## src/rtl/lbirq_pkg.sv

```systemverilog
// Package lbirq_pkg
// Shared register offsets and reset values for the masked interrupt encoder.
// Assumes byte addressing with 16-bit registers.
package lbirq_pkg;
    localparam int unsigned LB_DATA_W   = 16;
    localparam int unsigned LB_ADDR_W   = 12;
    localparam logic [LB_ADDR_W-1:0] OFF_VECTOR = 12'h000;
    localparam logic [LB_ADDR_W-1:0] OFF_ENABLE = 12'h002;
    localparam logic [LB_DATA_W-1:0] ENABLE_RST = 16'h0010;
    localparam int unsigned VEC_SHIFT   = 2;
endpackage

```

## src/rtl/lbirq_sync.sv

```systemverilog
// Module lbirq_sync
// Two-flop synchroniser per request line. The second stage is the status
// bit for that source. Assumes request lines are asynchronous level signals.
module lbirq_sync #(
    parameter int unsigned NUM_SRC = 16
) (
    input  logic               clk,
    input  logic               rst_n,
    input  logic [NUM_SRC-1:0] req_async,
    output logic [NUM_SRC-1:0] req_level
);
    logic [NUM_SRC-1:0] meta_q;
    logic [NUM_SRC-1:0] level_q;

    for (genvar g = 0; g < NUM_SRC; g++) begin : g_line
        // Purpose: move one request line into the clock domain in two stages.
        always_ff @(posedge clk) begin
            if (!rst_n) begin
                meta_q[g]  <= 1'b0;
                level_q[g] <= 1'b0;
            end else begin
                meta_q[g]  <= req_async[g];
                level_q[g] <= meta_q[g];
            end
        end
    end

    assign req_level = level_q;
endmodule

```

## src/rtl/lbirq_prienc.sv

```systemverilog
// Module lbirq_prienc
// Combinational priority encoder: gives the lowest set index of the input
// and a flag saying whether any bit is set. Pure logic, no state.
module lbirq_prienc #(
    parameter int unsigned NUM_SRC = 16,
    localparam int unsigned IDX_W  = (NUM_SRC > 1) ? $clog2(NUM_SRC) : 1
) (
    input  logic [NUM_SRC-1:0] pend,
    output logic               any_set,
    output logic [IDX_W-1:0]   low_idx
);
    // Purpose: scan from the top down so the lowest set bit is written last.
    always_comb begin
        low_idx = '0;
        for (int i = NUM_SRC - 1; i >= 0; i--) begin
            if (pend[i]) low_idx = IDX_W'(i);
        end
    end

    assign any_set = |pend;
endmodule

```

## src/rtl/lbirq_regs.sv

```systemverilog
// Module lbirq_regs
// Register file: the enable mask (read/write) and the vector register
// (read only), decoded from a byte offset. Reads are combinational.
// Accesses at any other offset read zero and write nothing.
module lbirq_regs
    import lbirq_pkg::*;
#(
    parameter int unsigned NUM_SRC = 16,
    localparam int unsigned IDX_W  = (NUM_SRC > 1) ? $clog2(NUM_SRC) : 1
) (
    input  logic                  clk,
    input  logic                  rst_n,
    input  logic [LB_ADDR_W-1:0]  addr,
    input  logic                  wen,
    input  logic [LB_DATA_W-1:0]  wdata,
    input  logic                  any_pend,
    input  logic [IDX_W-1:0]      low_idx,
    output logic [NUM_SRC-1:0]    mask,
    output logic [LB_DATA_W-1:0]  vector,
    output logic [LB_DATA_W-1:0]  rdata
);
    logic [NUM_SRC-1:0] mask_q;

    // Purpose: hold the enable mask, loaded only by a write at its offset.
    always_ff @(posedge clk) begin
        if (!rst_n) begin
            mask_q <= NUM_SRC'(ENABLE_RST);
        end else if (wen && (addr == OFF_ENABLE)) begin
            mask_q <= wdata[NUM_SRC-1:0];
        end
    end

    // Purpose: form the service vector, (index + 1) << shift, or zero.
    always_comb begin
        if (any_pend) begin
            vector = (LB_DATA_W'(low_idx) + LB_DATA_W'(1)) << VEC_SHIFT;
        end else begin
            vector = '0;
        end
    end

    // Purpose: read-data multiplexer by offset.
    always_comb begin
        case (addr)
            OFF_VECTOR: rdata = vector;
            OFF_ENABLE: rdata = LB_DATA_W'(mask_q);
            default:    rdata = '0;
        endcase
    end

    assign mask = mask_q;
endmodule

```

## src/rtl/lbirq_encoder.sv

```systemverilog
// Module lbirq_encoder (top)
// Masked local-bus interrupt encoder: synchronises the request levels, masks
// them, drives one combined interrupt and reports the lowest pending source.
// Assumes NUM_SRC <= 16 so the mask fits the 16-bit register.
module lbirq_encoder
    import lbirq_pkg::*;
#(
    parameter int unsigned NUM_SRC = 16
) (
    input  logic                 clk,
    input  logic                 rst_n,
    input  logic [NUM_SRC-1:0]   irq_req,
    input  logic [LB_ADDR_W-1:0] reg_addr,
    input  logic                 reg_wen,
    input  logic [LB_DATA_W-1:0] reg_wdata,
    output logic [LB_DATA_W-1:0] reg_rdata,
    output logic                 irq_out
);
    localparam int unsigned IDX_W = (NUM_SRC > 1) ? $clog2(NUM_SRC) : 1;

    logic [NUM_SRC-1:0]   status;
    logic [NUM_SRC-1:0]   mask;
    logic [NUM_SRC-1:0]   pending;
    logic                 any_pend;
    logic [IDX_W-1:0]     low_idx;
    logic [LB_DATA_W-1:0] vector;

    lbirq_sync #(.NUM_SRC(NUM_SRC)) u_sync (
        .clk       (clk),
        .rst_n     (rst_n),
        .req_async (irq_req),
        .req_level (status)
    );

    assign pending = status & mask;

    lbirq_prienc #(.NUM_SRC(NUM_SRC)) u_prienc (
        .pend    (pending),
        .any_set (any_pend),
        .low_idx (low_idx)
    );

    lbirq_regs #(.NUM_SRC(NUM_SRC)) u_regs (
        .clk      (clk),
        .rst_n    (rst_n),
        .addr     (reg_addr),
        .wen      (reg_wen),
        .wdata    (reg_wdata),
        .any_pend (any_pend),
        .low_idx  (low_idx),
        .mask     (mask),
        .vector   (vector),
        .rdata    (reg_rdata)
    );

    assign irq_out = any_pend;
endmodule

```

## config.mk

```make
export PLATFORM = sky130hd
export DESIGN_NAME = lbirq_encoder
export DESIGN_NICKNAME = d
export VERILOG_FILES = /design/src/rtl/lbirq_pkg.sv /design/src/rtl/lbirq_sync.sv /design/src/rtl/lbirq_prienc.sv /design/src/rtl/lbirq_regs.sv /design/src/rtl/lbirq_encoder.sv
export SDC_FILE = /design/constraint.sdc
export NUM_CORES = 1
export LEC_CHECK = 0
export BUFFER_PORTS_ARGS = -buffer_cell sky130_fd_sc_hd__buf_2
export CELL_PAD_IN_SITES_DETAIL_PLACEMENT = 0
export CELL_PAD_IN_SITES_GLOBAL_PLACEMENT = 1
export CORE_ASPECT_RATIO = 0.8
export CORE_MARGIN = 1
export CORE_UTILIZATION = 41
export CTS_BUF_LIST = sky130_fd_sc_hd__clkbuf_2 sky130_fd_sc_hd__clkbuf_4 sky130_fd_sc_hd__clkbuf_8
export DETAILED_ROUTE_END_ITERATION = 16
export GPL_TIMING_DRIVEN = 0
export HOLD_SLACK_MARGIN = 0.03
export PLACE_DENSITY = 0.91
export SLEW_MARGIN = 15
export SYNTH_ARGS = -nofsm -noshare
export SYNTH_HDL_FRONTEND = slang
export SYNTH_SLANG_ARGS = --single-unit
```

## constraint.sdc

```tcl
create_clock -name clk -period 4.2 [get_ports clk]
set_clock_uncertainty 0.1 [all_clocks]
set_input_delay 0.63 -clock clk [delete_from_list [all_inputs] [get_ports clk]]
set_output_delay 0.63 -clock clk [all_outputs]
set_load 0.01 [all_outputs]
```

==> out/summary.txt <==
Post-CTS Setup Repair Bufs: 0
Critical path class: in -> out
Depth of the worst hold-timing path: 1
CTS Buf Count: 5
Vias per cell: 4.85
Setup TNS: 0 ps
Seq/Total Area, Yosys: 50.0%
FF-to-FF Start: u_regs.mask[14]
Post-DRT Antenna Nets: 0
Worst Path Arrival: 2400 ps
Clock Tree Buf Depth: 2
Clock slew at reported path FFs: 90 ps
CP required: 3470 ps
Max rail drop VDD: 218 uV
Die area: 4960 um^2
N_diodes: 0
Initial DRC Count: 92
H-tree levels: 2
Async set or reset register ratio after synthesis: 0%
Hold EP: u_sync.req_level[5]
Slew @ Worst Pin: 524 ps
Achievable frequency: 320 MHz
FF-to-FF End: u_regs.mask[14]
Fin nets: 326
Cells after synthesis: 210
Minimum clock period: 3130 ps
Row cnt: 21
Hold crit path type: reg -> reg
WL final: 4230 um
Layout Cell Area excl Fill: 2390 um^2
Worst skew pair latency: 300 ps
1st-pass router iterations: 4
Inst Count DP: 328
Setup slack, reg-to-reg: 3390 ps
DP Area: 2300 um^2
Number of enable flip-flop cells after synthesis: 0
Core area: 4340 um^2
Status: finished clean
Vias: 1628
First-pass GRT wire length: 6600 um
Hold Fails Final Rpt: 0
Vias in the first global route: 1388
Netlist cell types: 32
Sequential cell area: 961 um^2
Mean Syn Cell Area: 9.15 um^2
Clk sinks: 48
Area share of the largest cell type after synthesis: 50.0%
Grt total ovfl: 0
Drt wl/cell: 12.6 um
Root buffer cell: clkbuf_8
WHS: 337 ps
Slew Limit Fails: 0
DP HPWL: 3190 um
Ys flop type: dfxtp_1
CP endpoint kind: primary output
Final Setup Violations: 0
Hold_sp: u_sync.meta_q[5]
RSZ-0062 raised after global routing: false
Initial antenna violation count: 0
Synthesized flop and latch total: 48
Hold-fix buffers, CTS: 0
Die height: 63.2 um
CTS tree: built
Ys Warns: 0
Initial Util: 44.3%
Synth top area cells: dfxtp_1 50%, and2_1 14%, nand2_1 6.4%
Post-Layout Cell Count: 336
Fillers: 432
Area growth syn-to-layout: 24.6%
Slew margin rel.: 65.0%
Commonest non-fill, non-tap cell in the layout: buf_2
Largest area contributor in the netlist: dfxtp_1
Tcrit/Tclk final: 74.5%
CP Max Fanout: 3
Max cap viols: 0
# port buffers: 61
PostCTS Resize Cnt: 0
Most frequent cells in the layout: 64 x buf_2, 48 x dfxtp_1, 43 x and2_1
Largest net degree at the start of global routing: 16
Static Leakage: 0.00105 uW
Die W: 78.5 um
Pwr/cell area: 337 nW/um^2
# DRC: 0
Multi-input gate area: 911 um^2
Cell area after synthesis: 1920 um^2
Tot GR Track Use: 18.0%
Syn nets: 258
Fraction of layout cells with a size suffix above 1: 26.5%
R2R depth: 2
GPL Wtd Cong: 0.853
Startpoint types: input port
IO Count: 64
==> sequential cells by signal (all words and copies together), names as in the netlist <==
| register | count |
|---|---|
| u_sync.meta_q | 16 |
| u_regs.mask | 16 |
| u_sync.req_level | 16 |
==> synth_stat cells (3+ instances only) <==
cell,n
buf_2,3
clkbuf_1,8
a32o_1,3
and2_1,43
a22oi_1,5
nand3_1,20
a21boi_0,14
a22o_1,6
dfxtp_1,48
nand2_1,33
==> metrics by stage <==
stage	setup slack [ps]	total power, uW	utilization (%)
after floorplan	1390	503	-
after global placement	1140	529	53.0
after detailed placement	1070	530	53.0
after CTS	1060	817	55.2
after global routing	957	842	55.2
final	1070	808	55.2
==> worst max-delay path, cell delays in order <==
cell and delay (ps):
buf_2 100, nor4_1 290, nand2_1 130, or4_1 540, or4_1 480, nand3_1 100
buf_2 130
==> per-layer routing <==
layer | wire (um) | GRT usage [%]
met4 | 68 | 8.33
met3 | 295 | 3.91
met5 | 0 | 0
met1 | 2160 | 25.6
met2 | 1700 | 25.5
==> area by class of cell <==
| type | instances | share of cell area, % |
|---|---|---|
| Buffer | 11 | 1.88 |
| Sequential cell | 48 | 40.1 |
| Clock inverter | 2 | 0.575 |
| Timing Repair Buffer | 61 | 12.8 |
| Tap cell | 57 | 2.98 |
| Clock buffer | 6 | 3.45 |
| Multi-Input combinational cell | 150 | 38.1 |
| Inverter | 1 | 0.157 |
==> where the power goes <==
part	internal, uW	total [uW]	switching (uW)
logic	26.4	44.7	18.4
registers	469	474	4.69
clock network	135	289	155
==> logic make-up (layout without fill, tap and decap cells) <==
group                      Yosys count  after routing  synth area share (%)
and+or+nand+nor                    109            109                  30.5
DFF                                 48             48                  50.0
xor gates and xnor gates             1              1                 0.456
adders and majority gates            1              1                 0.651
AOI/OAI and AO/OA                   39             39                  15.8
buffers and inverters               12             81                  2.54
==> worst max path at each step <==
stage,to,cells after the start,from,slack [ps]
2_1_floorplan,reg_rdata[5],5,reg_addr[9],1390
3_3_place_gp,reg_rdata[5],7,reg_addr[9],1140
3_5_place_dp,reg_rdata[5],7,reg_addr[9],1070
4_1_cts,reg_rdata[5],7,reg_addr[9],1060
5_1_grt,reg_rdata[13],7,reg_addr[9],960
6_report,reg_rdata[5],7,reg_addr[9],1070
Power figures use the tool's default switching activity.
